==> config.mk <==
export PLATFORM = sky130hd
export DESIGN_NAME = adc_seq_ctrl
export DESIGN_NICKNAME = d
export VERILOG_FILES = /design/src/rtl/adc_ctrl_pkg.sv /design/src/rtl/adc_clk_div.sv /design/src/rtl/adc_sar_engine.sv /design/src/rtl/adc_result_pack.sv /design/src/rtl/adc_seq_ctrl.sv
export SDC_FILE = /design/constraint.sdc
export NUM_CORES = 1
export LEC_CHECK = 0
export BUFFER_PORTS_ARGS = -buffer_cell sky130_fd_sc_hd__buf_2
export CAP_MARGIN = 30
export CORE_MARGIN = 3
export CORE_UTILIZATION = 30
export DETAILED_ROUTE_END_ITERATION = 7
export PLACE_DENSITY = 0.58
export SLEW_MARGIN = 20
export SYNTH_ARGS = -nofsm -noshare
export SYNTH_HDL_FRONTEND = slang
export SYNTH_SLANG_ARGS = --single-unit
==> constraint.sdc <==
create_clock -name clk -period 8.45 [get_ports clk]
set_input_delay 0.4225 -clock clk [delete_from_list [all_inputs] [get_ports clk]]
set_output_delay 0.4225 -clock clk [all_outputs]
set_load 0.02 [all_outputs]
==> src/rtl/adc_ctrl_pkg.sv <==
package adc_ctrl_pkg;

    typedef enum logic [1:0] {
        SAR_IDLE  = 2'd0,
        SAR_RUN   = 2'd1,
        SAR_LATCH = 2'd2
    } sar_state_e;

    localparam logic [1:0] ADDR_CTRL = 2'd0;
    localparam logic [1:0] ADDR_CFG  = 2'd1;
    localparam logic [1:0] ADDR_DHI  = 2'd2;
    localparam logic [1:0] ADDR_DLO  = 2'd3;

    localparam int BIT_START = 7;
    localparam int BIT_BUSY  = 6;
    localparam int BIT_EN    = 5;
    localparam int BIT_FMT   = 4;

endpackage

==> src/rtl/adc_clk_div.sv <==
module adc_clk_div #(
    parameter int DIV_SEL_W = 3
) (
    input  logic                 clk,
    input  logic                 rst_n,
    input  logic                 run,
    input  logic [DIV_SEL_W-1:0] div_sel,
    output logic                 tick
);
    localparam int CNT_W = (1 << DIV_SEL_W) - 1;

    typedef struct packed {
        logic [CNT_W-1:0] cnt;
    } div_st_t;

    div_st_t st_d, st_q;
    logic [CNT_W:0]   one_sh;
    logic [CNT_W-1:0] lim;

    always_comb begin
        one_sh = (CNT_W+1)'(1) << div_sel;
        lim    = CNT_W'(one_sh - 1'b1);
        tick   = run && (st_q.cnt >= lim);
        st_d   = st_q;
        if (!run || tick) begin
            st_d.cnt = '0;
        end else begin
            st_d.cnt = st_q.cnt + 1'b1;
        end
    end

    always_ff @(posedge clk or negedge rst_n) begin
        if (!rst_n) st_q <= '0;
        else        st_q <= st_d;
    end

    // the count never runs past the largest ratio
    a_r4_cnt_in_range: assert property (@(posedge clk) disable iff (!rst_n)
        tick |=> (st_q.cnt == '0));

endmodule

==> src/rtl/adc_sar_engine.sv <==
module adc_sar_engine
    import adc_ctrl_pkg::*;
#(
    parameter int RES_W = 12
) (
    input  logic             clk,
    input  logic             rst_n,
    input  logic             launch,
    input  logic             abort,
    input  logic             tick,
    input  logic             cmp_in,
    output logic [RES_W-1:0] dac_code,
    output logic             busy,
    output logic             done,
    output logic [RES_W-1:0] result
);
    localparam logic [RES_W-1:0] TOP_BIT = {1'b1, {(RES_W-1){1'b0}}};

    typedef struct packed {
        sar_state_e       state;
        logic [RES_W-1:0] code;
        logic [RES_W-1:0] mask;
        logic [RES_W-1:0] res;
        logic             done;
    } sar_st_t;

    sar_st_t st_d, st_q;
    logic [RES_W-1:0] kept;

    always_comb begin
        st_d      = st_q;
        st_d.done = 1'b0;
        kept      = cmp_in ? st_q.code : (st_q.code & ~st_q.mask);
        if (abort) begin
            st_d.state = SAR_IDLE;
            st_d.code  = '0;
            st_d.mask  = '0;
        end else if (launch) begin
            st_d.state = SAR_RUN;
            st_d.code  = TOP_BIT;
            st_d.mask  = TOP_BIT;
        end else if (tick) begin
            case (st_q.state)
                SAR_RUN: begin
                    if (st_q.mask[0]) begin
                        st_d.state = SAR_LATCH;
                        st_d.mask  = '0;
                        st_d.code  = kept;
                    end else begin
                        st_d.mask = st_q.mask >> 1;
                        st_d.code = kept | (st_q.mask >> 1);
                    end
                end
                SAR_LATCH: begin
                    st_d.res   = st_q.code;
                    st_d.done  = 1'b1;
                    st_d.state = SAR_IDLE;
                    st_d.code  = '0;
                end
                default: ;
            endcase
        end
    end

    always_ff @(posedge clk or negedge rst_n) begin
        if (!rst_n) st_q <= '{state: SAR_IDLE, default: '0};
        else        st_q <= st_d;
    end

    assign dac_code = st_q.code;
    assign busy     = (st_q.state != SAR_IDLE);
    assign done     = st_q.done;
    assign result   = st_q.res;

    // completion pulse lasts one cycle
    a_r4_done_single: assert property (@(posedge clk) disable iff (!rst_n)
        done |=> !done);
    // stored result moves only with a completion
    a_r10_result_hold: assert property (@(posedge clk) disable iff (!rst_n)
        !$stable(result) |-> done);
    // at most one trial bit is under test
    a_r5_mask_onehot: assert property (@(posedge clk) disable iff (!rst_n)
        $onehot0(st_q.mask));
    // a running search always has a bit under test
    a_r5_run_has_bit: assert property (@(posedge clk) disable iff (!rst_n)
        (st_q.state == SAR_RUN) |-> (st_q.mask != '0));

endmodule

==> src/rtl/adc_result_pack.sv <==
module adc_result_pack #(
    parameter int RES_W = 12
) (
    input  logic [RES_W-1:0] result,
    input  logic             right_align,
    output logic [7:0]       data_hi,
    output logic [7:0]       data_lo
);
    localparam int PAD_W = 16 - RES_W;
    localparam int LOW_W = RES_W - 8;

    always_comb begin
        if (right_align) begin
            data_hi = {{PAD_W{1'b0}}, result[RES_W-1:8]};
            data_lo = result[7:0];
        end else begin
            data_hi = result[RES_W-1 -: 8];
            data_lo = {result[LOW_W-1:0], {PAD_W{1'b0}}};
        end
    end

endmodule

==> src/rtl/adc_seq_ctrl.sv <==
module adc_seq_ctrl
    import adc_ctrl_pkg::*;
#(
    parameter int RES_W     = 12,
    parameter int DIV_SEL_W = 3,
    parameter int CH_W      = 3,
    parameter int SRC_W     = 3,
    parameter int SRC_N     = 6
) (
    input  logic             clk,
    input  logic             rst_n,
    input  logic [1:0]       reg_addr,
    input  logic [7:0]       reg_wdata,
    input  logic             reg_we,
    output logic [7:0]       reg_rdata,
    input  logic             cmp_in,
    output logic [RES_W-1:0] dac_code,
    output logic [CH_W-1:0]  chan_sel,
    output logic [SRC_N-1:0] src_sel,
    output logic             conv_done
);
    typedef struct packed {
        logic                 start;
        logic                 en;
        logic                 fmt;
        logic [CH_W-1:0]      chan;
        logic [SRC_W-1:0]     src;
        logic [DIV_SEL_W-1:0] div;
    } regs_t;

    regs_t regs_d, regs_q;
    logic wr_ctrl, wr_cfg, start_rise, start_fall, abort, launch;
    logic busy, tick;
    logic [RES_W-1:0] result;
    logic [7:0] data_hi, data_lo;
    logic unused_wbit3;

    assign unused_wbit3 = reg_wdata[3];

    always_comb begin
        wr_ctrl    = reg_we && (reg_addr == ADDR_CTRL);
        wr_cfg     = reg_we && (reg_addr == ADDR_CFG);
        start_rise = wr_ctrl &&  reg_wdata[BIT_START] && !regs_q.start;
        start_fall = wr_ctrl && !reg_wdata[BIT_START] &&  regs_q.start;
        regs_d     = regs_q;
        if (wr_ctrl) begin
            regs_d.start = reg_wdata[BIT_START];
            regs_d.en    = reg_wdata[BIT_EN];
            regs_d.fmt   = reg_wdata[BIT_FMT];
            regs_d.chan  = reg_wdata[CH_W-1:0];
        end
        if (wr_cfg) begin
            regs_d.src = reg_wdata[7 -: SRC_W];
            regs_d.div = reg_wdata[DIV_SEL_W-1:0];
        end
        abort  = start_rise || !regs_d.en;
        launch = start_fall && regs_d.en;
    end

    always_ff @(posedge clk or negedge rst_n) begin
        if (!rst_n) regs_q <= '0;
        else        regs_q <= regs_d;
    end

    adc_clk_div #(.DIV_SEL_W(DIV_SEL_W)) div_i (
        .clk     (clk),
        .rst_n   (rst_n),
        .run     (busy),
        .div_sel (regs_q.div),
        .tick    (tick)
    );

    adc_sar_engine #(.RES_W(RES_W)) sar_i (
        .clk      (clk),
        .rst_n    (rst_n),
        .launch   (launch),
        .abort    (abort),
        .tick     (tick),
        .cmp_in   (cmp_in),
        .dac_code (dac_code),
        .busy     (busy),
        .done     (conv_done),
        .result   (result)
    );

    adc_result_pack #(.RES_W(RES_W)) pack_i (
        .result      (result),
        .right_align (regs_q.fmt),
        .data_hi     (data_hi),
        .data_lo     (data_lo)
    );

    always_comb begin
        src_sel = '0;
        case (regs_q.src)
            3'd1: src_sel[0] = 1'b1;
            3'd2: src_sel[1] = 1'b1;
            3'd3: src_sel[2] = 1'b1;
            3'd5: src_sel[3] = 1'b1;
            3'd6: src_sel[4] = 1'b1;
            3'd7: src_sel[5] = 1'b1;
            default: ;
        endcase
    end

    assign chan_sel = regs_q.chan;

    always_comb begin
        case (reg_addr)
            ADDR_CTRL: reg_rdata = {regs_q.start, busy, regs_q.en, regs_q.fmt,
                                    1'b0, regs_q.chan};
            ADDR_CFG:  reg_rdata = {regs_q.src, 2'b00, regs_q.div};
            ADDR_DHI:  reg_rdata = data_hi;
            default:   reg_rdata = data_lo;
        endcase
    end

    // never more than one internal source
    a_r8_src_onehot: assert property (@(posedge clk) disable iff (!rst_n)
        $onehot0(src_sel));
    // disabled controller is idle
    a_r9_disabled_idle: assert property (@(posedge clk) disable iff (!rst_n)
        !regs_q.en |-> !busy);
    // disabled controller drives a zero trial code
    a_r9_dac_zero: assert property (@(posedge clk) disable iff (!rst_n)
        !regs_q.en |-> (dac_code == '0));
    // busy only rises after a falling start edge
    a_r3_busy_needs_launch: assert property (@(posedge clk) disable iff (!rst_n)
        $rose(busy) |-> $past(start_fall));

endmodule

==> out/results.tsv <==
stage	metric	value	unit
run_status	status	completed	
synthesis	yosys_warnings	0	
power	cellPowerDensity	192.5	nW/um2
synthesis	synth.area.top_cells	dfrtp_1 42%, ha_1 4.4%, mux2_4 3.9%	
detailed_routing	initialDrtViolationCount	204	
synthesis	synth-async-reset-ratio	100.0	%
floorplan	io_pins	44	
grt	gr-usage-all-layers	12.85	%
detailed_routing	drtPass1Iterations	4	
clock_tree	postCtsHoldBufs	0	
clock_tree	cts.clk_slew.worst_paths	0.05	ns
final_layout	drive_above_1_share	23.69	%
synthesis	synth_fp_nets	368	
grt	grt.overflow.total	0	
clock_tree	clk-insertion-delay-late	0.33	ns
timing	tightest_slew	0.8233	ns
clock_tree	post-cts-setup-buffer-count	0	
place	place.gp.congestion	0.7637	
synthesis	synth.top_cell.area_share	42.21	%
detailed_routing	vias	2602	
final_layout	stdcell_count	503	
power	leakage	1.853	nW
synthesis	syn_inst	342	
clock_tree	htreeDepth	3	
clock_tree	root_buffer	clkbuf_16	
floorplan	core_area	11030	um2
timing	timing.final.ws_setup	4.568	ns
setup_path	criticalPathCategory	flip-flop to flip-flop	
final_layout	antennaDiodeCount	0	
setup_path	required	8.66	ns
detailed_routing	via_per_inst	5.173	
floorplan	die_w	113.1	um
floorplan	die_h	113.1	um
detailed_routing	final_antenna_net_count	0	
grt	grt_start_max_net_pins	59	
setup_path	arrival	4.09	ns
final_layout	area_growth	13.21	%
synthesis	synth_flop_cell	dfrtp_1	
detailed_routing	drc_errors	0	
setup_path	critPathCaptureType	flip-flop	
detailed_routing	wl_per_cell	15.28	um
floorplan	row_count	38	
synthesis	synth_top_area_cell	dfrtp_1	
synthesis	yosys-top-cells-count	58 x dfrtp_1, 26 x o21ai_0, 22 x nand2_1	
clock_tree	cts_tree	yes	
timing	fmax	257.6	MHz
timing	relSlewSlack	44.25	%
timing	setup_viol	0	
place	post-place-cells	487	
place	hpwl	5.341	mm
clock_tree	clock-sinks	58	
power	ir_drop	0.09931	mV
setup_path	critPathLaunchType	flip-flop	
place	port_buffers	42	
synthesis	yosysMostFrequentCell	dfrtp_1	
timing	finalSetupTns	0	ns
timing	fin_crit_sh	45.94	%
timing	min_period	3.882	ns
timing	rsz0062_at_grt	no	
synthesis	netlist_area	3438	um2
clock_tree	numCtsBuffers	9	
detailed_routing	routed_wirelength	7.685	mm
clock_tree	clockBufferDepth	2	
synthesis	synth_edf_count	0	
clock_tree	cts_resized	0	
grt	grt_pass1_vias	2605	
floorplan	start_util	31.17	%
timing	fin_worst_skew	0.006631	ns
grt	antenna_found_initial	0	
synthesis	ys_ff_latch	58	
synthesis	ys_types	50	
floorplan	dieArea	12780	um2
setup_path	path_max_fanout	27	
timing	slew_violations	0	
grt	grt_pass1_wl	13.07	mm
timing	final-hold-violation-count	0	
min_path	holdCritPathClass	input port to async pin	
run	max-cap-violations	0	
synthesis	seq_area_frac_synth	42.21	%
place	place_ws	4.581	ns
final_layout	fin_nets	384	
synthesis	syn_area_per_cell	10.05	um2
registers in the layout (all words and copies together) (netlist names):
name,cells
chan_sel,3
div_i.st_q,7
regs_q,9
sar_i.dac_code,12
sar_i.done,1
sar_i.result,12
sar_i.st_q,14
final timing paths:
kind / startpoint / end / slack, ns / cells past startpoint
max reg2reg: regs_q[1] / sar_i.result[4] / 4.57 / 12
max: regs_q[1] / sar_i.result[4] / 4.57 / 12
min: rst_n / regs_q[4] / 0.24 / 2
min reg2reg: div_i.st_q[0] / div_i.st_q[0] / 0.49 / 1
min in group clk: reg_wdata[4] / regs_q[9] / 0.30 / 3
max in group asynchronous: rst_n / div_i.st_q[0] / 7.71 / 2
layout make-up:
type | instances | area (um2)
clock buffer | 11 | 242.7
clock inverter | 5 | 30.03
fill | 1107 | 7138
inverter | 13 | 48.80
multi-input combinational | 231 | 1712
sequential | 58 | 1451
tap | 140 | 175.2
timing repair buffer | 45 | 232.7
per-stage QoR:
step | hold WS [ns] | util (%) | power (mW) | cell area, um2
3_3_place_gp | 0.4756 | 32.82 | 0.4232 | 3620
5_1_grt | 0.2927 | 35.29 | 0.7873 | 3892
3_5_place_dp | 0.4885 | 32.82 | 0.4270 | 3620
6_report | 0.2425 | 35.29 | 0.7493 | 3892
4_1_cts | 0.2811 | 35.29 | 0.7607 | 3892
2_1_floorplan | 0.1269 | - | 0.3947 | 3438
cell usage in the layout (no fill, tap or decap), types with 2 or more instances in the layout:
cell type and n:
clkinv_2 3, mux2i_1 8, dfrtp_1 58, ha_1 12, or3_1 4, nor3_1 4
clkinvlp_4 2, xnor2_1 3, a211oi_1 2, mux2_2 12, a21o_1 13, o21ai_0 26
xor2_1 4, nor2_1 16, a21oi_1 21, and3_1 5, nor3b_1 2, a22oi_1 3
buf_4 3, buf_2 42, nand4b_1 10, nand3_1 20, mux2_4 9, inv_1 13
nand2_1 22, a22o_1 2, clkbuf_16 9, a32o_1 10, o211ai_1 2
cells by family after synthesis:
group,Yosys count,synth area share (%)
compound gates,91,18.81
xor+xnor,7,1.783
fa+ha+maj,12,4.367
buf+inv,53,8.006
flops,58,42.21
mux,29,10.19
simple gates,92,14.63
worst max-delay path, cell delays in order, from the launching register on:
cell and delay (ns):
dfrtp_1 0.47, or3_1 0.44, ha_1 0.28, nor3_1 0.21
a21o_1 0.11, a21oi_1 0.06, ha_1 0.28, nand3_1 0.08
nand2b_1 0.18, o32ai_2 0.20, buf_4 0.32, and3_1 0.72
mux2_2 0.40
layer usage:
layer	track usage, %	share of wire, %	vias to the layer above
met5	0	0	-
met3	4.171	5.4	16
met4	5.689	2.2	0
met2	19.67	46	65
met1	16.58	47	1260
li1	-	-	1261
where the power goes:
| part | switching (mW) | total, mW | internal (mW) |
|---|---|---|---|
| Clock | 0.124 | 0.328 | 0.204 |
| Combinational | 0.0682 | 0.114 | 0.0455 |
| Sequential | 0.0193 | 0.308 | 0.288 |
Note: power is estimated with default switching activity, not from simulation.
